File: config.mk
export PLATFORM = sky130hd
export DESIGN_NAME = lcd_timing_gen
export DESIGN_NICKNAME = d
export VERILOG_FILES = /design/src/rtl/lcdt_pkg.sv /design/src/rtl/lcdt_pclk.sv /design/src/rtl/lcdt_axis.sv /design/src/rtl/lcdt_outreg.sv /design/src/rtl/lcd_timing_gen.sv
export SDC_FILE = /design/constraint.sdc
export NUM_CORES = 1
export LEC_CHECK = 0
export BUFFER_PORTS_ARGS = -buffer_cell sky130_fd_sc_hd__buf_2
export CAP_MARGIN = 20
export CORE_MARGIN = 10
export CORE_UTILIZATION = 54
export DETAILED_ROUTE_END_ITERATION = 8
export PLACE_DENSITY_LB_ADDON = 0.15
export SYNTH_ARGS = -nofsm -noshare
export SYNTH_HDL_FRONTEND = slang
export SYNTH_SLANG_ARGS = --single-unit
File: constraint.sdc
create_clock -name clk -period 3.9 [get_ports clk]
set_clock_uncertainty 0.1 [all_clocks]
set_input_delay 0.39 -clock clk [delete_from_list [all_inputs] [get_ports clk]]
set_output_delay 0.39 -clock clk [all_outputs]
set_load 0.02 [all_outputs]
File: src/rtl/lcdt_pkg.sv
package lcdt_pkg;

  // width of the split divisor field
  localparam int DIVF_W = 10;

  // frame phase that triggers the vertical-compare pulse
  typedef enum logic [1:0] {
    VPH_SYNC   = 2'd0,
    VPH_BACK   = 2'd1,
    VPH_ACTIVE = 2'd2,
    VPH_FRONT  = 2'd3
  } lcdt_vph_e;

  // decoded timing configuration, held while running
  typedef struct packed {
    logic [5:0]        ppl16_m1;
    logic [7:0]        hsw_m1;
    logic [7:0]        hbp_m1;
    logic [7:0]        hfp_m1;
    logic [9:0]        lpp_m1;
    logic [5:0]        vsw_m1;
    logic [7:0]        vbp;
    logic [7:0]        vfp;
    logic [DIVF_W-1:0] div;
    logic              bypass;
    logic              inv_vs;
    logic              inv_hs;
    logic              inv_pc;
    logic              inv_de;
    lcdt_vph_e         vsel;
  } lcdt_cfg_t;

endpackage

File: src/rtl/lcdt_pclk.sv
module lcdt_pclk #(
  parameter int DIV_W = 10
) (
  input  logic             clk,
  input  logic             rst_n,
  input  logic             enable,
  input  logic             bypass,
  input  logic [DIV_W-1:0] div,
  output logic             tick,
  output logic             phase_hi
);

  localparam int CW = DIV_W + 1;

  logic [CW-1:0] cnt_q, cnt_d;
  logic [CW-1:0] ratio;
  logic [CW-1:0] ratio_m1;

  assign ratio    = {1'b0, div} + CW'(2);
  assign ratio_m1 = {1'b0, div} + CW'(1);

  assign tick     = enable && (bypass || (cnt_q == ratio_m1));
  assign phase_hi = bypass || (cnt_q >= (ratio >> 1));

  always_comb begin
    cnt_d = cnt_q;
    if (!enable || bypass || tick) begin
      cnt_d = '0;
    end else begin
      cnt_d = cnt_q + CW'(1);
    end
  end

  always_ff @(posedge clk or negedge rst_n) begin
    if (!rst_n) begin
      cnt_q <= '0;
    end else begin
      cnt_q <= cnt_d;
    end
  end

  AST_TICK_GAP: assert property (@(posedge clk) disable iff (!rst_n)
    (tick && !bypass) |=> !tick);

endmodule

File: src/rtl/lcdt_axis.sv
module lcdt_axis #(
  parameter int W = 12
) (
  input  logic         clk,
  input  logic         rst_n,
  input  logic         enable,
  input  logic         step,
  input  logic [W-1:0] len_sync,
  input  logic [W-1:0] len_back,
  input  logic [W-1:0] len_act,
  input  logic [W-1:0] len_front,
  output logic [W-1:0] pos,
  output logic [W-1:0] total,
  output logic         wrap,
  output logic         in_sync,
  output logic         in_act,
  output logic [W-1:0] b_back,
  output logic [W-1:0] b_act,
  output logic [W-1:0] b_front
);

  logic [W-1:0] pos_q, pos_d;

  assign b_back  = len_sync;
  assign b_act   = len_sync + len_back;
  assign b_front = b_act + len_act;
  assign total   = b_front + len_front;

  assign wrap    = step && (pos_q == total - W'(1));
  assign in_sync = pos_q < b_back;
  assign in_act  = (pos_q >= b_act) && (pos_q < b_front);
  assign pos     = pos_q;

  always_comb begin
    pos_d = pos_q;
    if (!enable) begin
      pos_d = '0;
    end else if (step) begin
      if (wrap) begin
        pos_d = '0;
      end else begin
        pos_d = pos_q + W'(1);
      end
    end
  end

  always_ff @(posedge clk or negedge rst_n) begin
    if (!rst_n) begin
      pos_q <= '0;
    end else begin
      pos_q <= pos_d;
    end
  end

  AST_POS_RANGE: assert property (@(posedge clk) disable iff (!rst_n)
    pos_q < total);
  AST_POS_HOLD: assert property (@(posedge clk) disable iff (!rst_n)
    (enable && $past(enable) && !$past(step)) |-> $stable(pos_q));

endmodule

File: src/rtl/lcdt_outreg.sv
module lcdt_outreg (
  input  logic clk,
  input  logic rst_n,
  input  logic drive,
  input  logic h_sync,
  input  logic v_sync,
  input  logic h_act,
  input  logic v_act,
  input  logic clk_hi,
  input  logic irq_raw,
  input  logic inv_hs,
  input  logic inv_vs,
  input  logic inv_pc,
  input  logic inv_de,
  output logic hsync,
  output logic vsync,
  output logic de,
  output logic panel_clk,
  output logic irq
);

  logic hs_raw, vs_raw, de_raw, pc_raw;
  logic hs_d, vs_d, de_d, pc_d, irq_d;
  logic hs_q, vs_q, de_q, pc_q, irq_q;

  assign hs_raw = drive && h_sync;
  assign vs_raw = drive && v_sync;
  assign de_raw = drive && h_act && v_act;
  assign pc_raw = drive && clk_hi;

  always_comb begin
    hs_d  = hs_raw ^ inv_hs;
    vs_d  = vs_raw ^ inv_vs;
    de_d  = de_raw ^ inv_de;
    pc_d  = pc_raw ^ inv_pc;
    irq_d = irq_raw;
  end

  always_ff @(posedge clk or negedge rst_n) begin
    if (!rst_n) begin
      hs_q  <= 1'b0;
      vs_q  <= 1'b0;
      de_q  <= 1'b0;
      pc_q  <= 1'b0;
      irq_q <= 1'b0;
    end else begin
      hs_q  <= hs_d;
      vs_q  <= vs_d;
      de_q  <= de_d;
      pc_q  <= pc_d;
      irq_q <= irq_d;
    end
  end

  assign hsync     = hs_q;
  assign vsync     = vs_q;
  assign de        = de_q;
  assign panel_clk = pc_q;
  assign irq       = irq_q;

  AST_DE_OUTSIDE_SYNC: assert property (@(posedge clk) disable iff (!rst_n)
    h_act |-> !h_sync);
  AST_IRQ_SINGLE: assert property (@(posedge clk) disable iff (!rst_n)
    irq_q |=> !irq_q);

endmodule

File: src/rtl/lcd_timing_gen.sv
module lcd_timing_gen #(
  parameter int HPOS_W = 12,  // at least 11 for the widest line
  parameter int VPOS_W = 12   // at least 11 for the tallest frame
) (
  input  logic              clk,
  input  logic              rst_n,
  input  logic              enable,
  input  logic              power,
  input  logic [1:0]        vcmp_sel,
  input  logic [31:0]       tim_h,
  input  logic [31:0]       tim_v,
  input  logic [31:0]       tim_clk,
  output logic              pclk_en,
  output logic              panel_clk,
  output logic              hsync,
  output logic              vsync,
  output logic              de,
  output logic [HPOS_W-1:0] hpos,
  output logic [VPOS_W-1:0] vpos,
  output logic              vcmp_irq
);
  import lcdt_pkg::*;

  localparam int DIV_W = DIVF_W;

  // reset: asserted asynchronously, released on the clock
  logic [1:0] rst_sync_q;
  logic       rst_int_n;

  always_ff @(posedge clk or negedge rst_n) begin
    if (!rst_n) begin
      rst_sync_q <= 2'b00;
    end else begin
      rst_sync_q <= {rst_sync_q[0], 1'b1};
    end
  end
  assign rst_int_n = rst_sync_q[1];

  // configuration decode and capture
  lcdt_cfg_t cfg_d, cfg_q;

  always_comb begin
    cfg_d.ppl16_m1 = tim_h[7:2];
    cfg_d.hsw_m1   = tim_h[15:8];
    cfg_d.hfp_m1   = tim_h[23:16];
    cfg_d.hbp_m1   = tim_h[31:24];
    cfg_d.lpp_m1   = tim_v[9:0];
    cfg_d.vsw_m1   = tim_v[15:10];
    cfg_d.vfp      = tim_v[23:16];
    cfg_d.vbp      = tim_v[31:24];
    cfg_d.div      = {tim_clk[31:27], tim_clk[4:0]};
    cfg_d.bypass   = tim_clk[26];
    cfg_d.inv_vs   = tim_clk[11];
    cfg_d.inv_hs   = tim_clk[12];
    cfg_d.inv_pc   = tim_clk[13];
    cfg_d.inv_de   = tim_clk[14];
    cfg_d.vsel     = lcdt_vph_e'(vcmp_sel);
  end

  logic unused_fields;
  assign unused_fields = ^{tim_h[1:0], tim_clk[25:15], tim_clk[10:5]};

  always_ff @(posedge clk or negedge rst_int_n) begin
    if (!rst_int_n) begin
      cfg_q <= '0;
    end else if (!enable) begin
      cfg_q <= cfg_d;
    end
  end

  // span lengths
  logic [HPOS_W-1:0] h_len_sync, h_len_back, h_len_act, h_len_front;
  logic [VPOS_W-1:0] v_len_sync, v_len_back, v_len_act, v_len_front;

  assign h_len_sync  = HPOS_W'(cfg_q.hsw_m1) + HPOS_W'(1);
  assign h_len_back  = HPOS_W'(cfg_q.hbp_m1) + HPOS_W'(1);
  assign h_len_act   = HPOS_W'({cfg_q.ppl16_m1, 4'b0000}) + HPOS_W'(16);
  assign h_len_front = HPOS_W'(cfg_q.hfp_m1) + HPOS_W'(1);
  assign v_len_sync  = VPOS_W'(cfg_q.vsw_m1) + VPOS_W'(1);
  assign v_len_back  = VPOS_W'(cfg_q.vbp);
  assign v_len_act   = VPOS_W'(cfg_q.lpp_m1) + VPOS_W'(1);
  assign v_len_front = VPOS_W'(cfg_q.vfp);

  // pixel tick
  logic tick, clk_hi;

  lcdt_pclk #(.DIV_W(DIV_W)) u_pclk (
    .clk      (clk),
    .rst_n    (rst_int_n),
    .enable   (enable),
    .bypass   (cfg_q.bypass),
    .div      (cfg_q.div),
    .tick     (tick),
    .phase_hi (clk_hi)
  );

  // horizontal and vertical counters
  logic [HPOS_W-1:0] h_pos, h_total, h_b_back, h_b_act, h_b_front;
  logic [VPOS_W-1:0] v_pos, v_total, v_b_back, v_b_act, v_b_front;
  logic              h_wrap, h_sync, h_act;
  logic              v_wrap, v_sync, v_act;
  logic              v_step;

  lcdt_axis #(.W(HPOS_W)) u_haxis (
    .clk       (clk),
    .rst_n     (rst_int_n),
    .enable    (enable),
    .step      (tick),
    .len_sync  (h_len_sync),
    .len_back  (h_len_back),
    .len_act   (h_len_act),
    .len_front (h_len_front),
    .pos       (h_pos),
    .total     (h_total),
    .wrap      (h_wrap),
    .in_sync   (h_sync),
    .in_act    (h_act),
    .b_back    (h_b_back),
    .b_act     (h_b_act),
    .b_front   (h_b_front)
  );

  assign v_step = h_wrap;

  lcdt_axis #(.W(VPOS_W)) u_vaxis (
    .clk       (clk),
    .rst_n     (rst_int_n),
    .enable    (enable),
    .step      (v_step),
    .len_sync  (v_len_sync),
    .len_back  (v_len_back),
    .len_act   (v_len_act),
    .len_front (v_len_front),
    .pos       (v_pos),
    .total     (v_total),
    .wrap      (v_wrap),
    .in_sync   (v_sync),
    .in_act    (v_act),
    .b_back    (v_b_back),
    .b_act     (v_b_act),
    .b_front   (v_b_front)
  );

  logic unused_axis;
  assign unused_axis = ^{h_b_back, h_b_act, h_b_front, v_total, v_wrap};

  // vertical-compare boundary
  logic [VPOS_W-1:0] v_bnd;
  logic              irq_raw;

  always_comb begin
    case (cfg_q.vsel)
      VPH_SYNC:   v_bnd = '0;
      VPH_BACK:   v_bnd = v_b_back;
      VPH_ACTIVE: v_bnd = v_b_act;
      default:    v_bnd = v_b_front;
    endcase
  end

  assign irq_raw = tick && (h_pos == '0) && (v_pos == v_bnd);

  lcdt_outreg u_out (
    .clk       (clk),
    .rst_n     (rst_int_n),
    .drive     (enable && power),
    .h_sync    (h_sync),
    .v_sync    (v_sync),
    .h_act     (h_act),
    .v_act     (v_act),
    .clk_hi    (clk_hi),
    .irq_raw   (irq_raw),
    .inv_hs    (cfg_q.inv_hs),
    .inv_vs    (cfg_q.inv_vs),
    .inv_pc    (cfg_q.inv_pc),
    .inv_de    (cfg_q.inv_de),
    .hsync     (hsync),
    .vsync     (vsync),
    .de        (de),
    .panel_clk (panel_clk),
    .irq       (vcmp_irq)
  );

  assign pclk_en = tick;
  assign hpos    = h_pos;
  assign vpos    = v_pos;

  AST_CFG_FROZEN: assert property (@(posedge clk) disable iff (!rst_int_n)
    (enable && $past(enable)) |-> $stable(cfg_q));
  AST_VPOS_AT_WRAP: assert property (@(posedge clk) disable iff (!rst_int_n)
    (enable && $past(enable) && (v_pos != $past(v_pos)))
      |-> ($past(h_pos) == $past(h_total) - HPOS_W'(1)));

endmodule

==> results by group <==
Status
  – Status: finished with violations
  – Failing checks: setup timing

Global route
  – Largest net degree at the start of global routing: 77
  – First-pass GRT wire length: 48600 um
  – Vias in the first global route: around 10k
  – Tot GR Track Use: 24.4%
  – Initial antenna violation count: 0
  – GR Overflow Total: 0

Yosys
  – Syn_nets: 1324
  – Mapped Area: 10300 um2
  – Count of yosys warnings during synthesis: 0
  – Number of synthesized flops with an enable pin: 0
  – Synth cell types: between 70 and 80
  – Post-synthesis sequential area ratio: roughly 29%
  – Syn Inst Count: 1092
  – Syn_area_per_cell: 9.46 um2
  – Post-synth ARST share: 100%
  – Synth Flop Type: dfrtp_1
  – FF+latch count, synth: roughly 120

Setup path
  – FF-to-FF setup slack: -1.79 ns
  – Crit Path Class: reg -> reg
  – Critical Path End Type: flop
  – Crit path arrival time: slightly below 6 ns
  – Reg2Reg Depth: 24
  – Worst r2r src: cfg_q[34]
  – Worst path required time: 4.09 ns
  – Worst-path fanout max: 8
  – RR Endpoint: u_vaxis.pos[2]
  – CP startpoint kind: flop

STA
  – Slew HR: a little under a third
  – Worst-Margin Slew: 1.04 ns
  – Total negative setup slack: -39.03 ns
  – Crit share post-route: 146%
  – Final Hold Fails: 0
  – Final setup violation count: 26
  – Slew Viols, Final: 0
  – RSZ-0062 raised after global routing: true
  – Final setup margin: -1.79 ns
  – Fmax: 176 MHz
  – Period minus WS final: 5.69 ns

Clock network
  – Clk sink count: 121
  – Clock Root Buffer: clkbuf_16
  – H-tree Lvls: 4
  – CTS tree: built
  – Clk slew on worst S/H paths: 0.06 ns
  – Clock latency on the worst-skew pair: 0.42 ns
  – TritonCTS buffer count: 17
  – Max clock buf depth: 2

Cells and area
  – Share of post-route cells with drive strength above 1: 41.3%
  – Fill cells: 1224
  – Final core occ: about three quarters
  – Area of the multi-input gates: 7880 um2
  – Final Non-Filler Cells: 1644
  – Nets: 1631
  – P&R area growth vs syn: 39.3%
  – Ant. Diodes: 0
  – Sequential cell area: 3040 um2

Route
  – Final ANT Viol Nets: 0
  – Number of DRC markers in iteration 0: about 600
  – Total iterations of the first detailed-routing run: 8
  – Vias per cell: approximately 6
  – WL per Instance: a little under 20 um
  – DR DRC count: 0
  – Vias: 9662
  – Final wirelength: 31800 um

Pwr
  – Pleak: 6.76 nW
  – Pwr per Cell Area: 705 nW/um2
  – Overall Power: approximately 10 mW
  – Peak supply drop: 0.000433 V

Floorplan
  – Core ar.: roughly 19000 um2
  – Row Count: 50
  – Starting Density: 55.0%
  – Ports: ~130
  – Die X: 158 um
  – Die area: 25100 um2
  – Die Y-Extent: 158 um

Worst hold path
  – Hold EP: cfg_q[3]
  – HP Start: tim_clk[13]
  – Worst min path class: in -> reg
  – Hold Crit Depth: 2

Placed design
  – Placed insts: 1569
  – Hpwl dp: 22100 um
  – GP Congestion: roughly 0.96
  – IO buf count: 112

Job
  – Max Cap Viol: 0
stage by stage:
stage          hold slack (ns)  area, um2  setup WS, ns
6_report                0.0991      14400         -1.79
5_1_grt                 0.0894      14400         -1.98
3_5_place_dp            0.0763      12600         -1.68
4_1_cts                 0.0850      13800         -1.57
2_1_floorplan         -0.00559      10600         -1.38
3_3_place_gp            0.0767      12600         -1.57
worst max-delay path, cell delays in order (launching register included):
cell	delay (ns)
dfrtp_2	0.44
ha_4	0.27
fa_2	0.36
buf_4	0.17
xor2_4	0.19
ha_1	0.23
nor2_1	0.22
a21oi_1	0.14
o21ai_1	0.22
a21boi_1	0.11
o21a_1	0.19
or3_4	0.33
and2_4	0.17
or2_4	0.23
ha_4	0.17
nor4_4	0.28
o21ai_1	0.12
or4b_1	0.50
a31oi_2	0.17
o21ai_1	0.09
a32oi_2	0.27
o2111ai_4	0.19
o21ai_2	0.20
buf_6	0.15
a21oi_1	0.05
report_power, final:
part | switching [mW] | internal, mW
registers | 0.138 | 1.35
logic | 3.40 | 3.65
clock network | 0.580 | 1.02
total | 4.12 | 6.02
repair_timing:
| action | in CTS | in global routing |
|---|---|---|
| endpoints found under the hold margin | 2 | 0 |
| setup endpoints to repair | 26 | 26 |
| buffers inserted | 32 | 15 |
| hold buffers | 1 | 0 |
| resized for setup | 73 | 77 |
| pin swaps | 71 | 71 |
| gates cloned | 0 | 0 |
kinds of logic (layout without fill, tap and decap cells):
logic type,count (synthesis),in the layout,share of synthesized area [%]
muxes,86,86,9.31
DFF,121,121,29.3
AOI/OAI and AO/OA,236,236,15.9
xor gates and xnor gates,116,116,9.98
and+or+nand+nor,273,273,14.3
other,1,1,0.0363
buffers and inverters,128,446,4.79
adders and majority gates,131,131,16.3
worst max-delay path by stage:
| stage | from | endpoint | slack (ns) |
|---|---|---|---|
| 3_3_place_gp | cfg_q[33] | u_vaxis.pos[2] | -1.57 |
| 5_1_grt | cfg_q[33] | u_vaxis.pos[3] | -1.98 |
| 3_5_place_dp | cfg_q[33] | u_vaxis.pos[2] | -1.68 |
| 6_report | cfg_q[34] | u_vaxis.pos[2] | -1.79 |
| 4_1_cts | cfg_q[33] | u_vaxis.pos[2] | -1.57 |
| 2_1_floorplan | cfg_q[33] | u_vaxis.pos[2] | -1.38 |
layout by cell type, fill, tap and decap left out, types with 15 or more instances in the layout:
cell type,count
buf_2,111
clkbuf_16,17
a211oi_1,16
inv_1,85
nand2_1,33
xor2_1,29
buf_4,201
a21o_1,24
nor2_1,50
dfrtp_1,117
xnor2_1,64
mux2_2,80
ha_1,98
ha_4,23
o21ai_0,23
o21a_1,22
nor3_1,15
a21oi_1,32
and3_1,19
nand2b_1,18
nand3_1,44
area by class of cell:
cell class	count	share of cell area, %
clock inverter	7	0.644
inverter	91	2.38
timing repair buffer	325	15.6
sequential	121	21.1
clock buffer	23	3.46
tap	234	2.04
multi-input combinational	843	54.8
Yosys cell counts (19+ instances only):
cell	count	area, um2
inv_1	90	338
dfrtp_1	121	3030
a211oi_1	20	150
xnor2_1	80	701
o21a_1	22	165
a21o_1	25	188
nand2b_1	19	119
a21oi_1	44	220
clkbuf_1	26	97.6
mux2_2	80	901
xor2_1	35	307
o21ai_0	42	210
nor2_1	55	206
nand3_1	48	240
ha_1	124	1550
and3_1	20	125
nand2_1	36	135
state kept, by name (all words and copies together) (netlist names):
name,cells
cfg_q,79
u_haxis.pos,12
u_vaxis.pos,12
u_pclk.cnt_q,11
rst_sync_q,2
u_out.de,1
u_out.hsync,1
u_out.irq,1
u_out.panel_clk,1
u_out.vsync,1
per-layer routing:
layer	up-vias	wire length, um	GRT usage, %
li1	4556	-	-
met4	0	995	9.04
met2	330	16400	42.5
met1	4699	12700	28.7
met5	-	0	0
met3	77	1670	5.29
(Power assumes the default switching activity.)
